### config.mk
export PLATFORM = sky130hd
export DESIGN_NAME = perf_mon_unit
export DESIGN_NICKNAME = d
export VERILOG_FILES = /design/src/rtl/pmu_pkg.sv /design/src/rtl/pmu_access_dec.sv /design/src/rtl/pmu_global_ctl.sv /design/src/rtl/pmu_counter.sv /design/src/rtl/perf_mon_unit.sv
export SDC_FILE = /design/constraint.sdc
export NUM_CORES = 1
export LEC_CHECK = 0
export BUFFER_PORTS_ARGS = -buffer_cell sky130_fd_sc_hd__buf_2
export CAP_MARGIN = 20
export CORE_AREA = 2 2 125 127
export DETAILED_ROUTE_END_ITERATION = 12
export DIE_AREA = 0 0 127 129
export PLACE_DENSITY = 0.88
export RECOVER_POWER = 25
export SLEW_MARGIN = 30
export SYNTH_ARGS = -nofsm -noshare
export SYNTH_HDL_FRONTEND = slang
export SYNTH_SLANG_ARGS = --single-unit
### constraint.sdc
create_clock -name clk_i -period 6.8 [get_ports clk_i]
set_clock_uncertainty 0.1 [all_clocks]
set_input_delay 1.36 -clock clk_i [delete_from_list [all_inputs] [get_ports clk_i]]
set_output_delay 1.36 -clock clk_i [all_outputs]
set_load 0.005 [all_outputs]
### src/rtl/pmu_pkg.sv
package pmu_pkg;

  // Global control bit positions
  localparam int GC_OFF_BIT = 0;
  localparam int GC_FRZ_BIT = 1;
  localparam int GC_ARM_BIT = 2;
  localparam int GC_IE_BIT  = 3;
  localparam int GC_W       = 4;

  // Local control: overflow signalling enable bit (select sits at the bottom)
  localparam int LC_OE_BIT  = 8;

  typedef struct packed {
    logic ovf_ie;
    logic arm;
    logic frz;
    logic off;
  } gctl_t;

  typedef enum logic [1:0] {
    ACC_NONE,
    ACC_GCTL,
    ACC_CTR,
    ACC_LCTL
  } acc_kind_e;

endpackage

### src/rtl/pmu_access_dec.sv
module pmu_access_dec
  import pmu_pkg::*;
#(
  parameter int NUM_CTRS = 4,
  parameter int IDX_W    = 4,
  parameter int SLOT_W   = 2
) (
  input  logic              req_i,
  input  logic              we_i,
  input  logic              priv_i,
  input  logic [IDX_W:0]    addr_i,
  output acc_kind_e         kind_o,
  output logic [SLOT_W-1:0] slot_o,
  output logic              wr_o,
  output logic              rd_ok_o,
  output logic              err_o
);

  logic             mirror;
  logic [IDX_W-1:0] idx;
  logic             legal_rd;
  logic             legal_wr;

  assign mirror = addr_i[IDX_W];
  assign idx    = addr_i[IDX_W-1:0];

  always_comb begin
    kind_o = ACC_NONE;
    slot_o = '0;
    if (idx == '0) begin
      kind_o = ACC_GCTL;
    end
    for (int i = 0; i < NUM_CTRS; i++) begin
      if (idx == IDX_W'(1 + i)) begin
        kind_o = ACC_CTR;
        slot_o = SLOT_W'(i);
      end
      if (idx == IDX_W'(1 + NUM_CTRS + i)) begin
        kind_o = ACC_LCTL;
        slot_o = SLOT_W'(i);
      end
    end
  end

  always_comb begin
    legal_rd = (kind_o != ACC_NONE) && (priv_i || mirror);
    legal_wr = (kind_o != ACC_NONE) && priv_i && !mirror;
    wr_o     = req_i && we_i && legal_wr;
    rd_ok_o  = req_i && !we_i && legal_rd;
    err_o    = req_i && (we_i ? !legal_wr : !legal_rd);
  end

endmodule

### src/rtl/pmu_global_ctl.sv
module pmu_global_ctl
  import pmu_pkg::*;
(
  input  logic            clk_i,
  input  logic            rst_ni,
  input  logic            we_i,
  input  logic [GC_W-1:0] wdata_i,
  input  logic            trig_i,
  output gctl_t           gctl_o,
  output logic            run_o
);

  gctl_t gctl_q;
  gctl_t gctl_d;
  logic  gctl_en;

  always_comb begin
    gctl_d  = gctl_q;
    gctl_en = 1'b0;
    if (we_i) begin
      gctl_d.off    = wdata_i[GC_OFF_BIT];
      gctl_d.frz    = wdata_i[GC_FRZ_BIT];
      gctl_d.arm    = wdata_i[GC_ARM_BIT];
      gctl_d.ovf_ie = wdata_i[GC_IE_BIT];
      gctl_en       = 1'b1;
    end else if (gctl_q.arm && trig_i && !gctl_q.frz) begin
      gctl_d.frz = 1'b1;
      gctl_en    = 1'b1;
    end
  end

  always_ff @(posedge clk_i or negedge rst_ni) begin
    if (!rst_ni) begin
      gctl_q <= '{ovf_ie: 1'b0, arm: 1'b0, frz: 1'b1, off: 1'b0};
    end else if (gctl_en) begin
      gctl_q <= gctl_d;
    end
  end

  assign gctl_o = gctl_q;
  assign run_o  = !gctl_q.off && !gctl_q.frz;

  // an armed unit freezes itself one clock after a qualifying overflow
  a_r5_auto_freeze: assert property (@(posedge clk_i) disable iff (!rst_ni)
    (gctl_q.arm && trig_i && !we_i) |=> gctl_q.frz);

endmodule

### src/rtl/pmu_counter.sv
module pmu_counter
  import pmu_pkg::*;
#(
  parameter int CTR_W   = 32,
  parameter int NUM_EVT = 7,
  parameter int SEL_W   = 3
) (
  input  logic               clk_i,
  input  logic               rst_ni,
  input  logic               run_i,
  input  logic [NUM_EVT-1:0] evt_i,
  input  logic               ctr_we_i,
  input  logic               lc_we_i,
  input  logic [CTR_W-1:0]   wdata_i,
  output logic [CTR_W-1:0]   cnt_o,
  output logic [CTR_W-1:0]   lctl_o,
  output logic               ovf_sig_o
);

  localparam int EXT_W = 2 ** SEL_W;

  logic [CTR_W-1:0] cnt_q, cnt_d;
  logic             cnt_en;
  logic [SEL_W-1:0] sel_q, sel_d;
  logic             oe_q, oe_d;
  logic [EXT_W-1:0] src_vec;
  logic             hit;
  logic             sat;
  logic             inc;

  // Source vector: entry 0 is the clock itself, entries 1..NUM_EVT the strobes
  always_comb begin
    src_vec              = '0;
    src_vec[NUM_EVT:0]   = {evt_i, 1'b1};
    hit                  = src_vec[sel_q];
    sat                  = &cnt_q;
    inc                  = run_i && hit && !sat;
  end

  always_comb begin
    cnt_en = ctr_we_i || inc;
    if (ctr_we_i) begin
      cnt_d = wdata_i;
    end else begin
      cnt_d = cnt_q + CTR_W'(1);
    end
  end

  always_comb begin
    sel_d = wdata_i[SEL_W-1:0];
    oe_d  = wdata_i[LC_OE_BIT];
  end

  always_ff @(posedge clk_i or negedge rst_ni) begin
    if (!rst_ni) begin
      cnt_q <= '0;
    end else if (cnt_en) begin
      cnt_q <= cnt_d;
    end
  end

  always_ff @(posedge clk_i or negedge rst_ni) begin
    if (!rst_ni) begin
      sel_q <= '0;
      oe_q  <= 1'b0;
    end else if (lc_we_i) begin
      sel_q <= sel_d;
      oe_q  <= oe_d;
    end
  end

  always_comb begin
    lctl_o            = '0;
    lctl_o[SEL_W-1:0] = sel_q;
    lctl_o[LC_OE_BIT] = oe_q;
  end

  assign cnt_o     = cnt_q;
  assign ovf_sig_o = cnt_q[CTR_W-1] && oe_q;

  // overflow state is left only through a software write
  a_r6_sticky_ovf: assert property (@(posedge clk_i) disable iff (!rst_ni)
    (cnt_q[CTR_W-1] && !ctr_we_i) |=> cnt_q[CTR_W-1]);

  // without a write the count moves by zero or one per clock
  a_r2_single_step: assert property (@(posedge clk_i) disable iff (!rst_ni)
    !ctr_we_i |=> ((cnt_q == $past(cnt_q)) || (cnt_q == CTR_W'($past(cnt_q) + 1))));

  // a halted bank holds its value
  a_r4_halt_hold: assert property (@(posedge clk_i) disable iff (!rst_ni)
    (!run_i && !ctr_we_i) |=> $stable(cnt_q));

endmodule

### src/rtl/perf_mon_unit.sv
module perf_mon_unit
  import pmu_pkg::*;
#(
  parameter int NUM_CTRS = 4,
  parameter int CTR_W    = 32,
  parameter int NUM_EVT  = 7
) (
  input  logic                                clk_i,
  input  logic                                rst_ni,
  input  logic [NUM_EVT-1:0]                  evt_i,
  input  logic                                ee_i,
  input  logic                                req_i,
  input  logic                                we_i,
  input  logic                                priv_i,
  input  logic [$clog2(2*NUM_CTRS+1):0]       addr_i,
  input  logic [CTR_W-1:0]                    wdata_i,
  output logic [CTR_W-1:0]                    rdata_o,
  output logic                                err_o,
  output logic                                irq_o
);

  localparam int IDX_W  = $clog2(2 * NUM_CTRS + 1);
  localparam int SLOT_W = (NUM_CTRS > 1) ? $clog2(NUM_CTRS) : 1;
  localparam int SEL_W  = $clog2(NUM_EVT + 1);

  // Reset synchronizer: assert asynchronously, release on the clock
  logic [1:0] rst_sync_q;
  logic       rst_n;

  always_ff @(posedge clk_i or negedge rst_ni) begin
    if (!rst_ni) begin
      rst_sync_q <= '0;
    end else begin
      rst_sync_q <= {rst_sync_q[0], 1'b1};
    end
  end

  assign rst_n = rst_sync_q[1];

  acc_kind_e         kind;
  logic [SLOT_W-1:0] slot;
  logic              wr;
  logic              rd_ok;
  gctl_t             gctl;
  logic              run;
  logic              trig;
  logic [NUM_CTRS-1:0] ovf_sig;
  logic [NUM_CTRS-1:0] ctr_we;
  logic [NUM_CTRS-1:0] lc_we;
  logic [CTR_W-1:0]  cnt  [NUM_CTRS];
  logic [CTR_W-1:0]  lctl [NUM_CTRS];

  pmu_access_dec #(
    .NUM_CTRS (NUM_CTRS),
    .IDX_W    (IDX_W),
    .SLOT_W   (SLOT_W)
  ) u_dec (
    .req_i   (req_i),
    .we_i    (we_i),
    .priv_i  (priv_i),
    .addr_i  (addr_i),
    .kind_o  (kind),
    .slot_o  (slot),
    .wr_o    (wr),
    .rd_ok_o (rd_ok),
    .err_o   (err_o)
  );

  pmu_global_ctl u_gctl (
    .clk_i   (clk_i),
    .rst_ni  (rst_n),
    .we_i    (wr && (kind == ACC_GCTL)),
    .wdata_i (wdata_i[GC_W-1:0]),
    .trig_i  (trig),
    .gctl_o  (gctl),
    .run_o   (run)
  );

  for (genvar g = 0; g < NUM_CTRS; g++) begin : g_ctr
    assign ctr_we[g] = wr && (kind == ACC_CTR)  && (slot == SLOT_W'(g));
    assign lc_we[g]  = wr && (kind == ACC_LCTL) && (slot == SLOT_W'(g));

    pmu_counter #(
      .CTR_W   (CTR_W),
      .NUM_EVT (NUM_EVT),
      .SEL_W   (SEL_W)
    ) u_ctr (
      .clk_i     (clk_i),
      .rst_ni    (rst_n),
      .run_i     (run),
      .evt_i     (evt_i),
      .ctr_we_i  (ctr_we[g]),
      .lc_we_i   (lc_we[g]),
      .wdata_i   (wdata_i),
      .cnt_o     (cnt[g]),
      .lctl_o    (lctl[g]),
      .ovf_sig_o (ovf_sig[g])
    );
  end

  assign trig  = |ovf_sig;
  assign irq_o = trig && gctl.ovf_ie && ee_i;

  always_comb begin
    rdata_o = '0;
    if (rd_ok) begin
      unique case (kind)
        ACC_GCTL: rdata_o[GC_W-1:0] = gctl;
        ACC_CTR:  rdata_o = cnt[slot];
        ACC_LCTL: rdata_o = lctl[slot];
        default:  rdata_o = '0;
      endcase
    end
  end

  // unprivileged writes never reach any register
  a_r9_user_no_write: assert property (@(posedge clk_i) disable iff (!rst_n)
    (req_i && we_i && !priv_i) |-> (ctr_we == '0 && lc_we == '0 && !wr));

  // an unprivileged read of a normal address yields zero with an error
  a_r10_user_read_zero: assert property (@(posedge clk_i) disable iff (!rst_n)
    (req_i && !we_i && !priv_i && !addr_i[IDX_W]) |-> (rdata_o == '0 && err_o));

endmodule

### After elaboration in Yosys (flattened, before gate mapping)

Cells that the tools add are included.

| storage, ports and cells | value |
|---|---|
| input port bits | 50 |
| flip-flop bits (word level) | 150 |
| logic and storage cells | 144 |
| output and inout bits | 34 |

| operators by class | value |
|---|---|
| magnitude comparators | 5 |
| equal/unequal tests | 14 |
| add/subtract/negate cells | 4 |
| mux-type cells | 41 |
| bitwise gates (word level) | 1 |
| reduce and logical (&&, ||, !) cells | 62 |

Operators by type and width:

| kind | number |
|---|---|
| 2-to-1 mux 32 bit | 9 |
| adder 32 x 1 -> 32 bit (second input constant) | 4 |
| binary-select mux 32 bit (select 2 bit) | 2 |
| AND reduction 32 bit | 4 |
| case mux 28 bit (2 select lines) | 1 |
| logical AND 1 bit | 36 |
| 2-to-1 mux 2 bit | 12 |
| == test 4 x 3 -> 1 bit (second input constant) | 4 |
| < comparator 3 x 4 -> 1 bit (second input constant) | 4 |
| binary-select mux 1 bit (select 3 bit) | 4 |
| 2-to-1 mux 1 bit | 12 |
| case mux 4 bit (3 select lines) | 1 |
| zero test 1 bit | 10 |
| == test 2 bit (second input constant) | 4 |
| == test 4 x 2 -> 1 bit (second input constant) | 2 |
| logical OR 1 bit | 5 |
| == test 2 x 1 -> 1 bit (second input constant) | 2 |
| == test 4 x 1 -> 1 bit (second input constant) | 1 |
| == test 4 bit (second input constant) | 1 |
| zero test 4 bit | 1 |
| AND reduction 2 bit | 2 |
| nonzero test 2 bit | 2 |
| OR reduction 4 bit | 1 |
| greater-or-equal comparator 3 bit (second input constant) | 1 |
| other kinds (2) | 2 |

### Logic depth before layout (Yosys ltp)

Gate-level depths: netlist of the first run.

| depth | value |
|---|---|
| depth in word-level cells | 17 |
| mapped depth | 9 |
| depth with buffers taken out | 7 |

### Cells and area by module

From an unflattened synthesis of the first run, not the netlist that was laid out.

| second synthesis, totals | value |
|---|---|
| cells, all modules | 1291 |
| area, all modules | 12175.4 µm² |

Modules (own cells, without submodules):

| module | area each (µm²) | times used | cells an instance | sequential area each (µm²) |
|---|---|---|---|---|
| pmu_counter (g_ctr[0].u_ctr ...) | 2343.5 | 3 | 260 | 900.9 |
| pmu_counter (g_ctr[3].u_ctr) | 2713.9 | 1 | 311 | 900.9 |
| perf_mon_unit | 2127.0 | 1 | 168 | 50.0 |
| pmu_global_ctl | 155.1 | 1 | 11 | 101.3 |
| pmu_access_dec | 148.9 | 1 | 21 | 0.0 |

### Worst setup path after synthesis of the first run

No wires, ideal clock.

| path | value |
|---|---|
| path type | input to output |
| from | input addr_i[3] |
| to | output rdata_o[0] |
| path slack | 2.471 ns |
| required time | 5.340 ns |
| stages on the path | 8 |
| arrival | 2.869 ns |
| cells stage by stage | clkbuf_1 > nand2b_1 > o21ai_0 > a21oi_1 > clkbuf_1 > inv_1 > o21ai_0 > nand3_1 |

| on the way | value |
|---|---|
| longest elaborated chain between the ends | 14 |
| elaborated cells on any way between the ends | 39 |
| classes of those cells | eq/ne (11); mux (23); bitwise (1); reduce/logical (4) |

Ends and longest elaborated chain:

| what | line | text |
|---|---|---|
| start: declaration | perf_mon_unit.sv:15 | `input logic [$clog2(2*NUM_CTRS+1):0] addr_i,` |
| branches (longest 13 deep; another with binary-select mux 32 bit (select 2 bit)) | - |  |
| 2-to-1 mux 32 bit (*) | perf_mon_unit.sv:106 | `if (rd_ok) begin` |
| end: declaration | perf_mon_unit.sv:17 | `output logic [CTR_W-1:0] rdata_o,` |

Every way passes the cells marked *. The select of a mux whose other input is x is not followed.

### Final worst setup path of the first run

| path | value |
|---|---|
| from | input addr_i[0] |
| to | output rdata_o[5] |

| on the way | value |
|---|---|
| longest elaborated chain between the ends | 14 |
| elaborated cells on any way between the ends | 38 |
| classes of those cells | eq/ne (10); mux (23); bitwise (1); reduce/logical (4) |

Ends and longest elaborated chain:

| what | line |
|---|---|
| branches (longest 13 deep; another with binary-select mux 32 bit (select 2 bit)) | - |
| 2-to-1 mux 32 bit (*) | perf_mon_unit.sv:106 |

Marked as above.

==> results of run 1 <==
-- power by group --
group	switching, mW	internal (mW)	total [mW]
sequential	0.238	1.03	1.27
clock	0.393	0.680	1.07
combinational	0.235	0.191	0.427
total	0.867	1.90	2.77
-- area by class of cell --
class	instances	area, sq um
fillers	1129	4100
flip-flops and latches	150	3750
repair buffers	93	485
well taps	188	235
clock inverters	12	199
inverters	18	67.6
multi-input cells	903	5670
clock buffers	20	467
-- per-layer routing --
layer | wire length [um] | GRT usage | part of all wire | vias to the layer above
met5 | 0 | 0 | 0 | -
met4 | 860 | 0.132 | 0.027 | 0
met3 | 4860 | 0.115 | 0.15 | 94
met2 | 13700 | 0.577 | 0.44 | 707
met1 | 12100 | 0.550 | 0.38 | 4586
li1 | - | - | - | 4262
-- worst register-to-register path: stages, from the launching register on --
cell      delay, ps
dfrtp_1        1370
clkbuf_1       1880
buf_4           950
-- worst min-delay path by stage --
stage,slack [ps],depth (start not counted),startpoint,endpoint
4_1_cts,240,0,rst_sync_q[1],g_ctr[3].u_ctr.cnt_o[28]
6_report,250,0,rst_sync_q[0],rst_sync_q[1]
3_5_place_dp,230,0,rst_sync_q[1],g_ctr[3].u_ctr.cnt_o[28]
5_1_grt,260,0,rst_sync_q[0],rst_sync_q[1]
2_1_floorplan,230,0,rst_sync_q[0],rst_sync_q[1]
3_3_place_gp,240,0,rst_sync_q[0],rst_sync_q[1]
-- kinds of logic (layout without fill, tap and decap cells) --
| family | after synthesis | in the layout |
|---|---|---|
| AOI/OAI and AO/OA | 233 | 233 |
| xor gates and xnor gates | 117 | 117 |
| adders and majority gates | 4 | 4 |
| buffers and inverters | 79 | 143 |
| DFF | 150 | 150 |
| muxes | 35 | 35 |
| other | 1 | 1 |
| and+or+nand+nor | 513 | 513 |
-- cell usage after synthesis, drive strengths merged, types with 2 or more instances --
cell and count:
dfrtp 149, nor2 136, a21oi 131, nand2 108
xor2 86, nand4 68, nand3 57, clkbuf 48
o21ai 33, xnor2 31, a222oi 28, and3 27
nor4 21, mux2 20, nor3 20, inv 18
and4 16, and2 12, buf 12, mux2i 11
o22ai 10, or3 10, or4 9, nand2b 8
a22oi 6, nand4b 5, a221oi 4, a22o 4
a31oi 4, ha 4, mux4 4, nor2b 4
nor3b 4, or2 4, o41ai 3, a21boi 2
a41o 2, nand4bb 2
-- registers in the layout (all words and copies together), names as in the netlist --
register and cells:
g_ctr.u_ctr.cnt_o 128, g_ctr.u_ctr.sel_q 12, g_ctr.u_ctr.oe_q 4, u_gctl.gctl_o 4, rst_sync_q 2
-- through the flow --
step	instance area, sq um	cells	hold WS, ps	util
floorplan	9760	1132	231	-
finish	10900	1384	254	0.727
CTS	10900	1384	239	0.728
global placement	10200	1351	238	0.681
global route	10900	1384	258	0.727
detailed placement	10200	1352	229	0.684
==> results.sh, run 1 <==
export IMPL_status="finished with violations"
export IMPL_violations="max-capacitance violations, max-slew violations"
export IMPL_syn_inst=1132
export IMPL_ys_types=64
export IMPL_cp_arrival_ps=3100
export IMPL_layout_common_cells="dfrtp_1 (149), nor2_1 (133), a21oi_1 (130)"
export IMPL_period_minus_slack_ps=4560
export IMPL_p_per_area_nw_per_um2=254
export IMPL_path_cells="buf_2, nor2_1, a21boi_2, buf_4, a222oi_1, a21oi_1, buf_2"
export IMPL_ctsRootBufferMaster="clkbuf_16"
export IMPL_drtPass1Iterations=6
export IMPL_grtUsageTotal=0.389
export IMPL_yosysTopAreaCell="dfrtp_1"
export IMPL_crit_family="compound AO/OA/AOI/OAI gates"
export IMPL_ys_warnings_count=0
export IMPL_antenna_found_initial=0
export IMPL_drive_above_1_share=0.152
export IMPL_place_congestion=1.04
export IMPL_min_path_type="register to register"
export IMPL_routed_wl_mm=31.5
export IMPL_pin_count=84
export IMPL_rows=45
export IMPL_synthXorXnorAreaFrac=0.105
export IMPL_crit_end="rdata_o[5]"
export IMPL_worst_slack_ps=2240
export IMPL_peakVddDrop_mv=0.199
export IMPL_finalPower_mw=2.77
export IMPL_maxSlewViolCount=87
export IMPL_cp_common_cell="buf_2"
export IMPL_vias=9649
export IMPL_wl_per_cell_um=22.8
export IMPL_grt_pass1_wl_mm=48.8
export IMPL_drtIter0Drc=1918
export IMPL_startpoint_type="input port"
export IMPL_htree_levels=4
export IMPL_ys_seq_area_frac=0.385
export IMPL_synth_area_leaders="dfrtp_1 (38%), xor2_1 (7.7%), a21oi_1 (6.7%)"
export IMPL_start_util=0.651
export IMPL_synth_compound_area_share=0.147
export IMPL_critPathRequiredTime_ps=5340
export IMPL_slowest_stage="a222oi_1"
export IMPL_reg2reg_slack_ps=2480
export IMPL_synth_top_family_by_area="simple AND/OR/NAND/NOR gates"
export IMPL_cp_max_fo=34
export IMPL_grt_pass1_vias=8801
export IMPL_clk_pin_slew_worst_paths_ps=60
export IMPL_synth_top_area_share=0.382
export IMPL_cts_tree="yes"
export IMPL_critPathLaunch="addr_i[0]"
export IMPL_nets=1237
export IMPL_syn_nets=1186
export IMPL_ys_ff_latch=150
export IMPL_tns_ps=0
export IMPL_drcViolationCount=0
export IMPL_rsz0062_at_grt="false"
export IMPL_insertion_delay_ps=440
export IMPL_finalSetupViolCount=0
export IMPL_yosys_area_share_adder=0.00513
export IMPL_worst_pin_slew_ps=2540
export IMPL_fp_dieW_um=127
export IMPL_dpl_hpwl_mm=22.4
export IMPL_r2r_start="rst_sync_q[1]"
export IMPL_avgViaCountPerCell=6.97
export IMPL_synth_edf_count=0
export IMPL_syn_area_sq_um=9760
export IMPL_synthSimpleGateAreaFrac=0.277
export IMPL_antenna_cells=0
export IMPL_postRouteAntennaNets=0
export IMPL_cellLeakagePower_nw=4.48
export IMPL_r2r_end="g_ctr[0].u_ctr.cnt_o[28]"
export IMPL_fmax_mhz=219
export IMPL_critPathBufInv=3
export IMPL_cts_hold_fix_buffers=0
export IMPL_slew_headroom=-0.691
export IMPL_dieArea_sq_um=16400
export IMPL_cp_depth=7
export IMPL_syn_to_final_growth_pct=11.5
export IMPL_coreArea_sq_um=15000
export IMPL_synthMuxAreaShare=0.0436
export IMPL_critPathMaxStageDelay_ps=650
export IMPL_clock_sinks=150
export IMPL_cts_resized=0
export IMPL_die_h_um=129
export IMPL_endpoint_kind="output pin"
export IMPL_yosys_most_used_dff="dfrtp_1"
export IMPL_synth_avg_cell_area_sq_um=8.62
export IMPL_cts_buffers=17
export IMPL_hold_violations=0
export IMPL_pre_cts_ws_ps=2400
export IMPL_drv_cap=2
export IMPL_final_common_cell="dfrtp_1"
export IMPL_r2r_cells=2
export IMPL_post_cts_buffers=0
export IMPL_grt_max_degree=66
export IMPL_clock_path_buffers=2
export IMPL_io_buffers=83
export IMPL_critical_path_class="input port to output pin"
export IMPL_fin_crit_sh=0.670
export IMPL_grt_overflow_total=0
export IMPL_async_flop_share=1.00
No activity file was read; power rests on OpenSTA's default activity.
==> inputs of run 2 (changes only) <==
Settings changed: CORE_AREA 2 2 125 127 to 2 2 137 139, DIE_AREA 0 0 127 129 to 0 0 139 141, PLACE_DENSITY 0.88 to 0.78.
Clock period 6.8 ns to 4.1 ns, I/O delays scaled along.
==> results.sh, run 2 (synthesized netlist as in run 1, its figures left out) <==
export IMPL_clock_sinks=150
export IMPL_dieArea_sq_um=19600
export IMPL_vias=9265
export IMPL_fin_crit_sh=0.837
export IMPL_tns_ps=0
export IMPL_dp_cells=1400
export IMPL_nets=1239
export IMPL_largest_reg_flops=128
export IMPL_antenna_cells=0
export IMPL_status="finished with violations"
export IMPL_peakVddDrop_mv=0.297
export IMPL_finalSetupViolCount=0
export IMPL_drive_above_1_share=0.153
export IMPL_cts_hold_fix_buffers=0
export IMPL_reg2reg_slack_ps=1170
export IMPL_cellLeakagePower_nw=4.42
export IMPL_final_common_cell="dfrtp_1"
export IMPL_endpoint_kind="output pin"
export IMPL_drcViolationCount=0
export IMPL_drtPass1Iterations=9
export IMPL_critical_path_class="input port to output pin"
export IMPL_swShare=0.323
export IMPL_r2r_end="g_ctr[2].u_ctr.cnt_o[26]"
export IMPL_cp_common_cell="buf_2"
export IMPL_cts_buffers=17
export IMPL_rows=50
export IMPL_crit_end="rdata_o[11]"
export IMPL_pwr_share_clk=0.358
export IMPL_period_minus_slack_ps=3430
export IMPL_grtUsageTotal=0.315
export IMPL_fp_dieW_um=139
export IMPL_ctsRootBufferMaster="clkbuf_16"
export IMPL_die_h_um=141
export IMPL_wl_per_cell_um=21.4
export IMPL_power_net_switching_mw=1.40
export IMPL_avgViaCountPerCell=6.47
export IMPL_worst_pin_slew_ps=2000
export IMPL_dpl_hpwl_mm=22.3
export IMPL_grt_overflow_total=0
export IMPL_path_cells="buf_2, nor2_1, a21boi_2, buf_4, a222oi_1, a21oi_1, buf_2"
export IMPL_drv_cap=1
export IMPL_violations="max-capacitance violations, max-slew violations"
export IMPL_grt_pass1_vias=8704
export IMPL_comb_power_share=0.160
export IMPL_clock_path_buffers=2
export IMPL_critPathRequiredTime_ps=3180
export IMPL_rsz0062_at_grt="false"
export IMPL_cp_arrival_ps=2510
export IMPL_layout_common_cells="dfrtp_1 (149), nor2_1 (133), a21oi_1 (130)"
export IMPL_fin_cells=1432
export IMPL_r2r_start="g_ctr[2].u_ctr.cnt_o[0]"
export IMPL_r2r_cells=7
export IMPL_fmax_mhz=291
export IMPL_fillCellCount=1633
export IMPL_cts_tree="yes"
export IMPL_p_int_mw=2.94
export IMPL_maxSlewViolCount=49
export IMPL_post_cts_buffers=0
export IMPL_hold_violations=0
export IMPL_min_path_type="input port to asynchronous set/reset pin"
export IMPL_slowest_stage="a222oi_1"
export IMPL_place_congestion=0.961
export IMPL_grt_max_degree=101
export IMPL_p_per_area_nw_per_um2=399
export IMPL_pin_count=84
export IMPL_cts_resized=0
export IMPL_drtIter0Drc=1434
export IMPL_routed_wl_mm=30.6
export IMPL_htree_levels=4
export IMPL_io_buffers=83
export IMPL_start_util=0.534
export IMPL_critPathMaxStageDelay_ps=620
export IMPL_coreArea_sq_um=18300
export IMPL_insertion_delay_ps=430
export IMPL_antenna_found_initial=0
export IMPL_grt_pass1_wl_mm=48.3
export IMPL_cp_max_fo=34
export IMPL_postRouteAntennaNets=0
export IMPL_slew_headroom=-0.331
export IMPL_seq_power_share=0.482
export IMPL_clk_pin_slew_worst_paths_ps=70
export IMPL_startpoint_type="input port"
export IMPL_syn_to_final_growth_pct=11.4
export IMPL_stdcell_area_sq_um=10900
export IMPL_utilization=0.595
export IMPL_critPathLaunch="addr_i[0]"
export IMPL_finalPower_mw=4.34
export IMPL_placedInstanceArea_sq_um=10300
run 2: changes by cell type in the layout (fill, tap and decap cells not counted), sizes merged:
cell / delta
buf: +3
bufinv: -3
clkbuf: -1
clkinv: -2
clkinvlp: +4
inv: +1
run 2: layout make-up:
class	instances	area, sq um	share of cell area
Inverter	18	67.6	0.00621
Tap cell	234	293	0.0269
Multi-Input combinational cell	903	5660	0.521
Clock inverter	12	130	0.0120
Clock buffer	20	447	0.0411
Timing Repair Buffer	95	517	0.0475
Sequential cell	150	3750	0.345
run 2: power by group through the flow:
stage | Clock (mW) | Combinational (mW) | Sequential [mW]
2_1_floorplan | 0 | 0.488 | 1.96
4_1_cts | 1.56 | 0.682 | 2.07
3_3_place_gp | 0 | 0.651 | 2.09
3_5_place_dp | 0 | 0.676 | 2.09
6_report | 1.55 | 0.695 | 2.09
5_1_grt | 1.64 | 0.768 | 2.12
run 2: metrics by stage:
step	hold slack [ps]	setup slack, ps
floorplan	231	851
global placement	235	832
detailed placement	243	821
CTS	45.2	818
global route	53.5	614
finish	59.3	669
run 2: worst max-delay path: cells and delay by family:
| family | cells | cell delay, ps |
|---|---|---|
| buffers and inverters | 3 | 640 |
| and+or+nand+nor | 1 | 110 |
| AOI/OAI and AO/OA | 3 | 910 |
run 2: worst min-delay path by stage:
stage                     to  cells past startpoint
6_report       rst_sync_q[0]                      1
5_1_grt        rst_sync_q[1]                      1
4_1_cts        rst_sync_q[1]                      1
3_5_place_dp   rst_sync_q[1]                      0
3_3_place_gp   rst_sync_q[1]                      0
2_1_floorplan  rst_sync_q[1]                      0
run 2: layer usage:
layer / vias to the layer above / GRT usage / part of all wire
li1: 4275 / - / -
met2: 490 / 0.470 / 0.44
met5: - / 0 / 0
met1: 4444 / 0.450 / 0.41
met4: 0 / 0.0914 / 0.020
met3: 56 / 0.0887 / 0.13
